## config.mk

```make
export PLATFORM = sky130hd
export DESIGN_NAME = bterm_top
export DESIGN_NICKNAME = d
export VERILOG_FILES = /design/src/rtl/bterm_pkg.sv /design/src/rtl/bterm_delay.sv /design/src/rtl/bterm_beats.sv /design/src/rtl/bterm_lanes.sv /design/src/rtl/bterm_ctrl.sv /design/src/rtl/bterm_top.sv
export SDC_FILE = /design/constraint.sdc
export NUM_CORES = 1
export LEC_CHECK = 0
export BUFFER_PORTS_ARGS = -buffer_cell sky130_fd_sc_hd__buf_2
export CAP_MARGIN = 25
export CORE_MARGIN = 4
export CORE_UTILIZATION = 35
export DETAILED_ROUTE_END_ITERATION = 8
export GPL_ROUTABILITY_DRIVEN = 0
export HOLD_SLACK_MARGIN = 0.02
export SYNTH_ARGS = -nofsm -noshare
export SYNTH_HDL_FRONTEND = slang
export SYNTH_HIERARCHICAL = 1
export SYNTH_SLANG_ARGS = --single-unit
```

## constraint.sdc

```tcl
create_clock -name clk -period 2.1 [get_ports clk]
set_input_delay 0.21 -clock clk [delete_from_list [all_inputs] [get_ports clk]]
set_output_delay 0.21 -clock clk [all_outputs]
set_load 0.05 [all_outputs]
```

## src/rtl/bterm_pkg.sv

```systemverilog
package bterm_pkg;

  typedef enum logic [1:0] {
    SZ_LONG   = 2'b00,
    SZ_BYTE   = 2'b01,
    SZ_WORD   = 2'b10,
    SZ_TRIPLE = 2'b11
  } xfer_size_e;

  typedef enum logic [2:0] {
    ST_IDLE,
    ST_WAIT,
    ST_AHOLD,
    ST_SBEAT,
    ST_BURST,
    ST_DONE
  } cyc_state_e;

  // Number of bytes moved for a size code; code 00 means a full longword.
  function automatic int size_bytes(input logic [1:0] code);
    xfer_size_e s;
    s = xfer_size_e'(code);
    case (s)
      SZ_BYTE:   return 1;
      SZ_WORD:   return 2;
      SZ_TRIPLE: return 3;
      default:   return 4;
    endcase
  endfunction

endpackage

```

## src/rtl/bterm_delay.sv

```systemverilog
module bterm_delay #(
  parameter int unsigned CW = 3
) (
  input  logic          clk,
  input  logic          rst_n,
  input  logic          load,
  input  logic [CW-1:0] load_val,
  output logic          done
);
  logic [CW-1:0] cnt_q;

  always_ff @(posedge clk or negedge rst_n) begin
    if (!rst_n)            cnt_q <= '0;
    else if (load)         cnt_q <= load_val;
    else if (cnt_q != '0)  cnt_q <= cnt_q - 1'b1;
  end

  assign done = (cnt_q == '0);
endmodule

```

## src/rtl/bterm_beats.sv

```systemverilog
module bterm_beats #(
  parameter int unsigned LINE_BEATS = 4,
  parameter int unsigned BW         = 2
) (
  input  logic          clk,
  input  logic          rst_n,
  input  logic          load,
  input  logic [BW-1:0] start_idx,
  input  logic          step,
  output logic [BW-1:0] idx,
  output logic          last
);
  logic [BW-1:0] idx_q;
  logic [BW-1:0] done_q;

  always_ff @(posedge clk or negedge rst_n) begin
    if (!rst_n) begin
      idx_q  <= '0;
      done_q <= '0;
    end else if (load) begin
      idx_q  <= start_idx;
      done_q <= '0;
    end else if (step) begin
      idx_q  <= idx_q + 1'b1;
      done_q <= done_q + 1'b1;
    end
  end

  assign idx  = idx_q;
  assign last = (done_q == BW'(LINE_BEATS - 1));
endmodule

```

## src/rtl/bterm_lanes.sv

```systemverilog
module bterm_lanes import bterm_pkg::*; #(
  parameter int unsigned LANES = 4,
  parameter int unsigned OW    = 2
) (
  input  logic [1:0]       size_code,
  input  logic [OW-1:0]    offset,
  output logic [LANES-1:0] mask
);
  int off_i;
  int end_i;

  assign off_i = int'(offset);
  assign end_i = off_i + size_bytes(size_code);

  // Byte offset j lives on lane LANES-1-j (big-endian port).
  for (genvar j = 0; j < LANES; j++) begin : g_lane
    assign mask[LANES-1-j] = (j >= off_i) && (j < end_i);
  end
endmodule

```

## src/rtl/bterm_ctrl.sv

```systemverilog
module bterm_ctrl import bterm_pkg::*; #(
  parameter int unsigned WAIT_CYC = 1,
  parameter int unsigned CW       = 3,
  parameter int unsigned OW       = 2
) (
  input  logic          clk,
  input  logic          rst_n,
  input  logic          sync_mode,
  input  logic          board_sel,
  input  logic          addr_strobe_n,
  input  logic          data_strobe_n,
  input  logic          read_cyc,
  input  logic          burst_req_n,
  input  logic          fault_n,
  input  logic          mem_ready,
  input  logic [1:0]    xfer_size,
  input  logic [OW-1:0] byte_off,
  input  logic          wait_done,
  input  logic          beat_last,
  output logic          dly_load,
  output logic [CW-1:0] dly_val,
  output logic          beat_load,
  output logic          beat_step,
  output logic          term_async,
  output logic          term_sync,
  output logic          burst_on,
  output logic          write_on,
  output logic          oe_on,
  output logic [1:0]    size_q,
  output logic [OW-1:0] off_q
);
  cyc_state_e st, st_n;
  logic mode_q, read_q, breq_q, beat_q, oe_q;
  logic start, abort, ready_go, entering;

  assign start    = (st == ST_IDLE) && !addr_strobe_n && board_sel && fault_n;
  assign abort    = (st != ST_IDLE) && (!fault_n || !board_sel);
  assign ready_go = wait_done && mem_ready;
  assign entering = (st == ST_WAIT) && !addr_strobe_n && ready_go && !abort;

  always_comb begin
    st_n      = st;
    dly_load  = 1'b0;
    beat_load = 1'b0;
    beat_step = 1'b0;
    // Async ends one clock later than sync for the same wait count.
    dly_val   = sync_mode ? CW'(WAIT_CYC) : CW'(WAIT_CYC + 1);
    if (abort) begin
      st_n = ST_DONE;
    end else begin
      case (st)
        ST_IDLE: if (start) begin
          st_n      = ST_WAIT;
          dly_load  = 1'b1;
          beat_load = 1'b1;
        end
        ST_WAIT: begin
          if (addr_strobe_n)  st_n = ST_IDLE;
          else if (ready_go)  st_n = !mode_q ? ST_AHOLD :
                                     (breq_q && read_q) ? ST_BURST : ST_SBEAT;
        end
        ST_AHOLD: if (addr_strobe_n) st_n = ST_IDLE;
        ST_SBEAT: st_n = ST_DONE;
        ST_BURST: if (beat_q) begin
          beat_step = 1'b1;
          if (beat_last) st_n = ST_DONE;
        end
        ST_DONE:  if (addr_strobe_n) st_n = ST_IDLE;
        default:  st_n = ST_IDLE;
      endcase
    end
  end

  always_ff @(posedge clk or negedge rst_n) begin
    if (!rst_n) begin
      st     <= ST_IDLE;
      mode_q <= 1'b0;
      read_q <= 1'b1;
      breq_q <= 1'b0;
      beat_q <= 1'b0;
      oe_q   <= 1'b0;
      size_q <= '0;
      off_q  <= '0;
    end else begin
      st <= st_n;
      if (start) begin
        mode_q <= sync_mode;
        read_q <= read_cyc;
        breq_q <= !burst_req_n;
        size_q <= xfer_size;
        off_q  <= byte_off;
      end
      beat_q <= (st_n == ST_BURST) && ((st == ST_WAIT) || mem_ready);
      if (abort || st_n == ST_IDLE) oe_q <= 1'b0;
      else if (entering && read_q)  oe_q <= 1'b1;
    end
  end

  assign term_async = (st == ST_AHOLD);
  assign term_sync  = (st == ST_SBEAT) || ((st == ST_BURST) && beat_q);
  assign burst_on   = (st == ST_BURST);
  assign write_on   = !read_q && ((st == ST_WAIT) || (st == ST_AHOLD) || (st == ST_SBEAT));
  assign oe_on      = oe_q && !data_strobe_n;
endmodule

```

## src/rtl/bterm_top.sv

```systemverilog
module bterm_top #(
  parameter int unsigned WAIT_CYC   = 1,
  parameter int unsigned LINE_BEATS = 4,
  parameter int unsigned LANES      = 4
) (
  input  logic                          clk,
  input  logic                          rst_n,
  input  logic                          sync_mode,
  input  logic                          board_sel,
  input  logic                          addr_strobe_n,
  input  logic                          data_strobe_n,
  input  logic                          read_cyc,
  input  logic [1:0]                    xfer_size,
  input  logic [$clog2(LANES)-1:0]      byte_off,
  input  logic [$clog2(LINE_BEATS)-1:0] line_idx,
  input  logic                          burst_req_n,
  input  logic                          fault_n,
  input  logic                          mem_ready,
  output logic [1:0]                    async_ack_n,
  output logic                          sync_ack_n,
  output logic                          burst_ack_n,
  output logic [LANES-1:0]              lane_we,
  output logic                          read_oe,
  output logic [$clog2(LINE_BEATS)-1:0] beat_idx
);
  localparam int unsigned CW = $clog2(WAIT_CYC + 2) + 1;
  localparam int unsigned BW = $clog2(LINE_BEATS);
  localparam int unsigned OW = $clog2(LANES);

  logic          dly_load, wait_done, beat_load, beat_step, beat_last;
  logic [CW-1:0] dly_val;
  logic          term_async, term_sync, burst_on, write_on, oe_on;
  logic [1:0]    size_q;
  logic [OW-1:0] off_q;
  logic [LANES-1:0] mask;
  logic          released;

  bterm_ctrl #(.WAIT_CYC(WAIT_CYC), .CW(CW), .OW(OW)) u_ctrl (
    .clk(clk), .rst_n(rst_n), .sync_mode(sync_mode), .board_sel(board_sel),
    .addr_strobe_n(addr_strobe_n), .data_strobe_n(data_strobe_n),
    .read_cyc(read_cyc), .burst_req_n(burst_req_n), .fault_n(fault_n),
    .mem_ready(mem_ready), .xfer_size(xfer_size), .byte_off(byte_off),
    .wait_done(wait_done), .beat_last(beat_last), .dly_load(dly_load),
    .dly_val(dly_val), .beat_load(beat_load), .beat_step(beat_step),
    .term_async(term_async), .term_sync(term_sync), .burst_on(burst_on),
    .write_on(write_on), .oe_on(oe_on), .size_q(size_q), .off_q(off_q)
  );

  bterm_delay #(.CW(CW)) u_delay (
    .clk(clk), .rst_n(rst_n), .load(dly_load), .load_val(dly_val), .done(wait_done)
  );

  bterm_beats #(.LINE_BEATS(LINE_BEATS), .BW(BW)) u_beats (
    .clk(clk), .rst_n(rst_n), .load(beat_load), .start_idx(line_idx),
    .step(beat_step), .idx(beat_idx), .last(beat_last)
  );

  bterm_lanes #(.LANES(LANES), .OW(OW)) u_lanes (
    .size_code(size_q), .offset(off_q), .mask(mask)
  );

  // Release every termination line at once on bus error or deselect.
  assign released    = !board_sel || !fault_n;
  assign async_ack_n = (term_async && !released) ? 2'b00 : 2'b11;
  assign sync_ack_n  = !(term_sync && !released);
  assign burst_ack_n = !(burst_on && !released);
  assign lane_we     = (write_on && !released) ? mask : '0;
  assign read_oe     = oe_on && !released;
endmodule

```

-- After elaboration in Yosys (flattened, before gate mapping)
Cells that the tools add are included.
- register bits after elaboration: 19
- word-level logic and storage cells: 109
- input bits: 16
- reductions and logical operators: 48
- mux-type cells: 28
- add/subtract/negate cells: 4
- equality and inequality tests: 10
- magnitude comparators: 8
- operator list (cell ; number):
    < comparator 3 x 32 -> 1 bit (first input constant) ; 2
    two-way mux 3 bit ; 11
    < comparator 1 x 32 -> 1 bit (first input constant) ; 1
    < comparator 2 x 32 -> 1 bit (first input constant) ; 1
    logical AND 1 bit ; 23
    case mux 3 bit (5 select lines) ; 1
    two-way mux 2 bit ; 6
    zero test 1 bit ; 10
    == test 3 bit (second input constant) ; 3
    zero test 3 bit ; 3
    case mux 3 bit (3 select lines) ; 1
    two-way mux 1 bit ; 8
    == test 2 bit (second input constant) ; 3
    == test 3 x 2 -> 1 bit (second input constant) ; 2
    logical OR 1 bit ; 6
    nonzero test 2 bit ; 3
    nonzero test 3 bit ; 2
    adder 2 x 1 -> 2 bit (second input constant) ; 2
    adder 2 x 3 -> 4 bit ; 1
    >= comparator 1 x 2 -> 1 bit (first input constant) ; 2
    >= comparator 2 bit (first input constant) ; 2
    two-way mux 4 bit ; 1
    == test 3 x 1 -> 1 bit (second input constant) ; 1
    subtractor 3 x 1 -> 3 bit (second input constant) ; 1
    2 further kinds ; 2

-- Logic depth before layout (Yosys ltp)
- word-level depth: 10
- mapped depth: 9
- gate-level depth less buffers: 9

-- Hierarchy
The synthesis kept the hierarchy.
- by module, submodules not included (module ; cells each ; area each (sq um) ; instances):
    bterm_ctrl ; 75 ; 724.4 ; 1
    bterm_delay ; 21 ; 201.4 ; 1
    bterm_beats ; 16 ; 186.4 ; 1
    bterm_lanes ; 15 ; 128.9 ; 1
    bterm_top ; 9 ; 65.1 ; 1

-- Least setup slack after synthesis
OpenSTA, ideal clock, no wires.
- kind: register -> output
- start: register u_ctrl.off_q[0]
- end: output port lane_we[1]
- cell stages (with the launch flop): 7
- buffers on the path: 0
- setup slack: 0.037 ns
- arrival: 1.853 ns
- cells stage by stage: dfrtp_1 > ha_1 > inv_1 > fa_1 > mux2i_2 > a2bb2oi_2 > and4_1
- word-level cells in the longest chain between the ends: 4
- RTL lines (what ; line ; text):
    start, declared ; bterm_ctrl.sv:30 ; output logic [OW-1:0] off_q
    start signal, assigned ; bterm_ctrl.sv:91 ; off_q <= byte_off;
    adder 2 x 3 -> 4 bit ; bterm_lanes.sv:13 ; assign end_i = off_i + size_bytes(size_code);
    < comparator 3 x 32 -> 1 bit ; bterm_lanes.sv:17 ; assign mask[LANES-1-j] = (j >= off_i) && (j < end_i);
    logical AND 1 bit * ; bterm_lanes.sv:17 ;
    named net mask[1] ; bterm_top.sv:35 ; logic [LANES-1:0] mask;
    two-way mux 4 bit * ; bterm_top.sv:67 ; assign lane_we = (write_on && !released) ? mask : '0;
    end, declared ; bterm_top.sv:22 ; output logic [LANES-1:0] lane_we,
Mark *: on every way through the listed nets, which the timed path passes. The rest lies on a longest branch.

-- Worst setup path in the final report
- start: register u_ctrl.size_q[0]
- end: output port lane_we[2]
- word-level cells in the longest chain between the ends: 6
- RTL lines (what ; line ; text):
    start, declared ; bterm_ctrl.sv:29 ; output logic [1:0] size_q,
    start signal, assigned ; bterm_ctrl.sv:90 ; size_q <= xfer_size;
    == test 2 bit or == test 2 x 1 -> 1 bit (tied branches) ; bterm_pkg.sv:23 ; case (s)
    case mux 3 bit (3 select lines) * ; bterm_pkg.sv:23 ;
    adder 2 x 3 -> 4 bit * ; bterm_lanes.sv:13 ;
    < comparator 2 x 32 -> 1 bit * ; bterm_lanes.sv:17 ;
    logical AND 1 bit * ; bterm_lanes.sv:17 ;
    named net mask[2] ; bterm_top.sv:35 ;
    two-way mux 4 bit * ; bterm_top.sv:67 ;
Marked as above.

==> run_summary.xml <==
<?xml version="1.0" encoding="UTF-8"?>
<metrics>
  <group name="power_and_ir_drop">
    <metric name="vdd.ir_drop.worst" unit="mV">0.402</metric>
    <metric name="p_leak" unit="µW">0.000764</metric>
    <metric name="p_total" unit="µW">1250</metric>
    <metric name="power-per-cell-area" unit="mW/mm²">785</metric>
  </group>
  <group name="sta">
    <metric name="fmax" unit="MHz">455</metric>
    <metric name="timing.final.crit_period" unit="ps">2200</metric>
    <metric name="finalHoldViolations" unit="">0</metric>
    <metric name="postLayoutSetupSlackWorst" unit="ps">-97.6</metric>
    <metric name="setup_repair_after_global_routing_missed_its_margin" unit="">yes</metric>
    <metric name="slew_violations" unit="">0</metric>
    <metric name="timing.clock.skew" unit="ps">2.58</metric>
    <metric name="setup-tns-final" unit="ps">-156</metric>
    <metric name="final-setup-viol-count" unit="">2</metric>
    <metric name="min_period_over_period" unit="%">105</metric>
  </group>
  <group name="placement">
    <metric name="dpl_cell_area" unit="mm²">0.00150</metric>
    <metric name="pre_cts_ws" unit="ps">-9.97</metric>
    <metric name="place.detailed.instances" unit="">208</metric>
    <metric name="place.detailed.hpwl" unit="µm">2110</metric>
    <metric name="count_of_buffers_from_port_buffering" unit="">26</metric>
  </group>
  <group name="detailed_routing">
    <metric name="initialDrtViolationCount" unit="">43</metric>
    <metric name="vias_per_cell" unit="">5.08</metric>
    <metric name="drt_pre_antenna_iters" unit="">4</metric>
    <metric name="via_count" unit="">1092</metric>
    <metric name="route.detailed.wl_per_inst" unit="µm">12.8</metric>
    <metric name="finalWirelength" unit="µm">2760</metric>
    <metric name="ant_nets" unit="">0</metric>
    <metric name="drt_drc_violations_left" unit="">0</metric>
  </group>
  <group name="floorplan">
    <metric name="chipHeight" unit="µm">69.1</metric>
    <metric name="fp.dieArea" unit="mm²">0.00477</metric>
    <metric name="floorplan.initialDensity" unit="%">37.7</metric>
    <metric name="floorplan.io_pins" unit="">27</metric>
    <metric name="floorplan.rows" unit="">21</metric>
    <metric name="dieWidth" unit="µm">69.1</metric>
    <metric name="core-area" unit="mm²">0.00347</metric>
  </group>
  <group name="clock_network">
    <metric name="cts_bufs_inserted" unit="">3</metric>
    <metric name="clock_sink_count" unit="">19</metric>
    <metric name="path_clk_slew" unit="ps">70</metric>
    <metric name="tritoncts_clock_tree" unit="">done</metric>
    <metric name="cts-root-buf" unit="">clkbuf_8</metric>
    <metric name="clock_insertion_delay_worst_skew" unit="ps">250</metric>
    <metric name="clock_tree_buf_depth" unit="">2</metric>
    <metric name="cts_max_level" unit="">1</metric>
  </group>
  <group name="setup_path">
    <metric name="startpoint_type" unit="">flip-flop</metric>
    <metric name="endpoint_kind" unit="">primary output</metric>
    <metric name="timing_worst_setup_path_type" unit="">reg2out</metric>
    <metric name="critical_path_required" unit="ps">1890</metric>
    <metric name="critical_path.max_fanout" unit="">3</metric>
    <metric name="critPathArrivalTime" unit="ps">1990</metric>
  </group>
  <group name="global_route">
    <metric name="largest_net_degree_at_the_start_of_global_routing" unit="">20</metric>
    <metric name="global_route.overflow_total" unit="">0</metric>
    <metric name="first_global_vias" unit="">1073</metric>
    <metric name="globalRouteMet2Util" unit="%">18.8</metric>
    <metric name="gr-usage-met1" unit="%">15.5</metric>
    <metric name="gr-usage-met3" unit="%">2.62</metric>
    <metric name="grt_pass1_wl" unit="µm">4710</metric>
    <metric name="number_of_antenna_violations_at_the_first_check_in_global_routing" unit="">0</metric>
    <metric name="grt_busiest_layer" unit="">met2</metric>
    <metric name="grt.total_usage" unit="%">11.9</metric>
  </group>
  <group name="cells_and_area">
    <metric name="stdcell_area" unit="mm²">0.00160</metric>
    <metric name="fin_nets" unit="">192</metric>
    <metric name="n_diodes" unit="">0</metric>
    <metric name="area_delta_synth_final" unit="%">22.3</metric>
    <metric name="ff_latch_area" unit="µm²">477</metric>
    <metric name="final_cells" unit="">215</metric>
    <metric name="n_fill_cell" unit="">364</metric>
    <metric name="multi_input_area" unit="µm²">728</metric>
    <metric name="final_layout_size_suffix_gt1_share" unit="%">33.7</metric>
  </group>
  <group name="worst_hold_path">
    <metric name="hp-class" unit="">in2reg</metric>
  </group>
  <group name="synth">
    <metric name="cell_area_after_synthesis" unit="mm²">0.00131</metric>
    <metric name="yosysWarningCount" unit="">6</metric>
    <metric name="synth_cell_types" unit="">47</metric>
    <metric name="synthesis.area_per_instance" unit="µm²">9.60</metric>
    <metric name="synth_top_area_share" unit="%">34.5</metric>
    <metric name="ys.flop_type" unit="">dfrtp_1</metric>
    <metric name="synth_commonest_cells" unit="">dfrtp_1 (18), inv_1 (13), nand2_1 (9)</metric>
    <metric name="gate_count_after_technology_mapping" unit="">136</metric>
    <metric name="post-synth-top-count-cell" unit="">dfrtp_1</metric>
    <metric name="synth_seq_cells" unit="">19</metric>
    <metric name="mappedNetlistNets" unit="">158</metric>
    <metric name="post_synth_main_area_contributors" unit="">dfrtp_1 (34%), mux2_4 (5.7%), ha_1 (4.8%), nor2b_1 (3.8%), inv_1 (3.7%)</metric>
    <metric name="sequential_to_total_area_share_from_yosys_stat" unit="%">36.5</metric>
    <metric name="ys_async_sr_fraction" unit="%">100</metric>
    <metric name="count_of_flip_flops_with_a_built_in_enable_after_synthesis" unit="">0</metric>
    <metric name="netlist.top_cell.by_area" unit="">dfrtp_1</metric>
  </group>
  <group name="run_status">
    <metric name="status" unit="">finished, violations left</metric>
    <metric name="violations_in_the_final_reports" unit="">negative setup slack</metric>
  </group>
  <group name="flow_run">
    <metric name="drv_cap" unit="">0</metric>
  </group>
</metrics>
## path summary, 6_finish.rpt
path | to | from | slack (ps) | cells after the start
setup / recovery | lane_we[2] | u_ctrl/size_q[0] | -100 | 8
hold / removal | u_ctrl/breq_q | burst_req_n | 160 | 2
setup reg to reg | u_ctrl/oe_q | u_delay/cnt_q[0] | 170 | 8
hold reg to reg | u_ctrl/mode_q | u_ctrl/mode_q | 520 | 2
max in group asynchronous | u_ctrl/read_q | rst_n | 1330 | 2
min in group asynchronous | u_beats/idx[1] | rst_n | 430 | 2
## cell families after synthesis
| group | share of synthesized area (%) |
|---|---|
| fa+ha+maj | 6.32 |
| simple gates | 27.3 |
| mux | 7.57 |
| buf+inv | 8.33 |
| other cells | 0.287 |
| xor+xnor | 1.34 |
| compound gates | 12.4 |
| flops | 36.5 |
## layer usage
metal / routed length, µm / vias to the layer above
li1: - / 540
met1: 1280 / 520
met2: 1280 / 28
met3: 155 / 4
met4: 40 / 0
met5: 0 / -
## what timing repair did
item | in CTS | in global routing
pin swaps | 3 | 0
setup buffers | 2 | 0
setup endpoints to repair | 3 | 3
gates cloned | 0 | 0
hold endpoints to repair | 18 | 0
hold buffers | 1 | 0
resized for setup | 9 | 1
## layout make-up
cell class                      count  area share, %
Tap cell                           46           3.60
Timing Repair Buffer               38           15.1
Multi-Input combinational cell     95           45.6
Sequential cell                    19           29.8
Clock buffer                        4           2.82
Inverter                           13           3.05
## placed cells by master, fill, tap and decap left out, types with 3 or more instances in the layout
master    synthesis  layout
and4_1            4       4
buf_2             3      23
buf_4             4      11
buf_6             1       3
clkbuf_8          0       3
dfrtp_1          18      18
ha_1              5       4
inv_1            13      12
mux2_4            5       5
nand2_1           9       9
nand2b_1          3       3
nand3_1           6       6
nor2_1            7       7
nor2b_1           8       7
nor3_1            4       4
nor3b_1           3       3
o21ai_0           6       6
## state kept, by name (all words and copies together), names as in the netlist
signal and count:
u_ctrl/off_q 2, u_beats/done_q 2, u_ctrl/size_q 2, u_ctrl/beat_q 1, u_ctrl/st 3, u_ctrl/breq_q 1
u_beats/idx 2, u_delay/cnt_q 3, u_ctrl/mode_q 1, u_ctrl/oe_q 1, u_ctrl/read_q 1
## worst max-delay path, cell delays in order (launching register included)
cell and delay (ps):
dfrtp_1 360, ha_2 190, inv_2 40, fa_2 340, a211oi_2 170, mux2i_2 120
o21a_1 180, and4_1 190, buf_6 150
## per-stage QoR
stage          hold WS, ps  util, %
2_1_floorplan        -85.6        -
3_3_place_gp           177     43.3
3_5_place_dp           184     43.3
4_1_cts                153     46.0
5_1_grt                159     46.1
6_report               156     46.1
## where the power goes
part	total, µW	internal, µW	switching, µW	leakage (µW)
combinational	484	228	256	0.000500
clock	251	135	116	0.0000228
sequential	518	452	66.4	0.000241
total	1250	815	439	0.000764
Note: power is estimated with default switching activity, not from simulation.
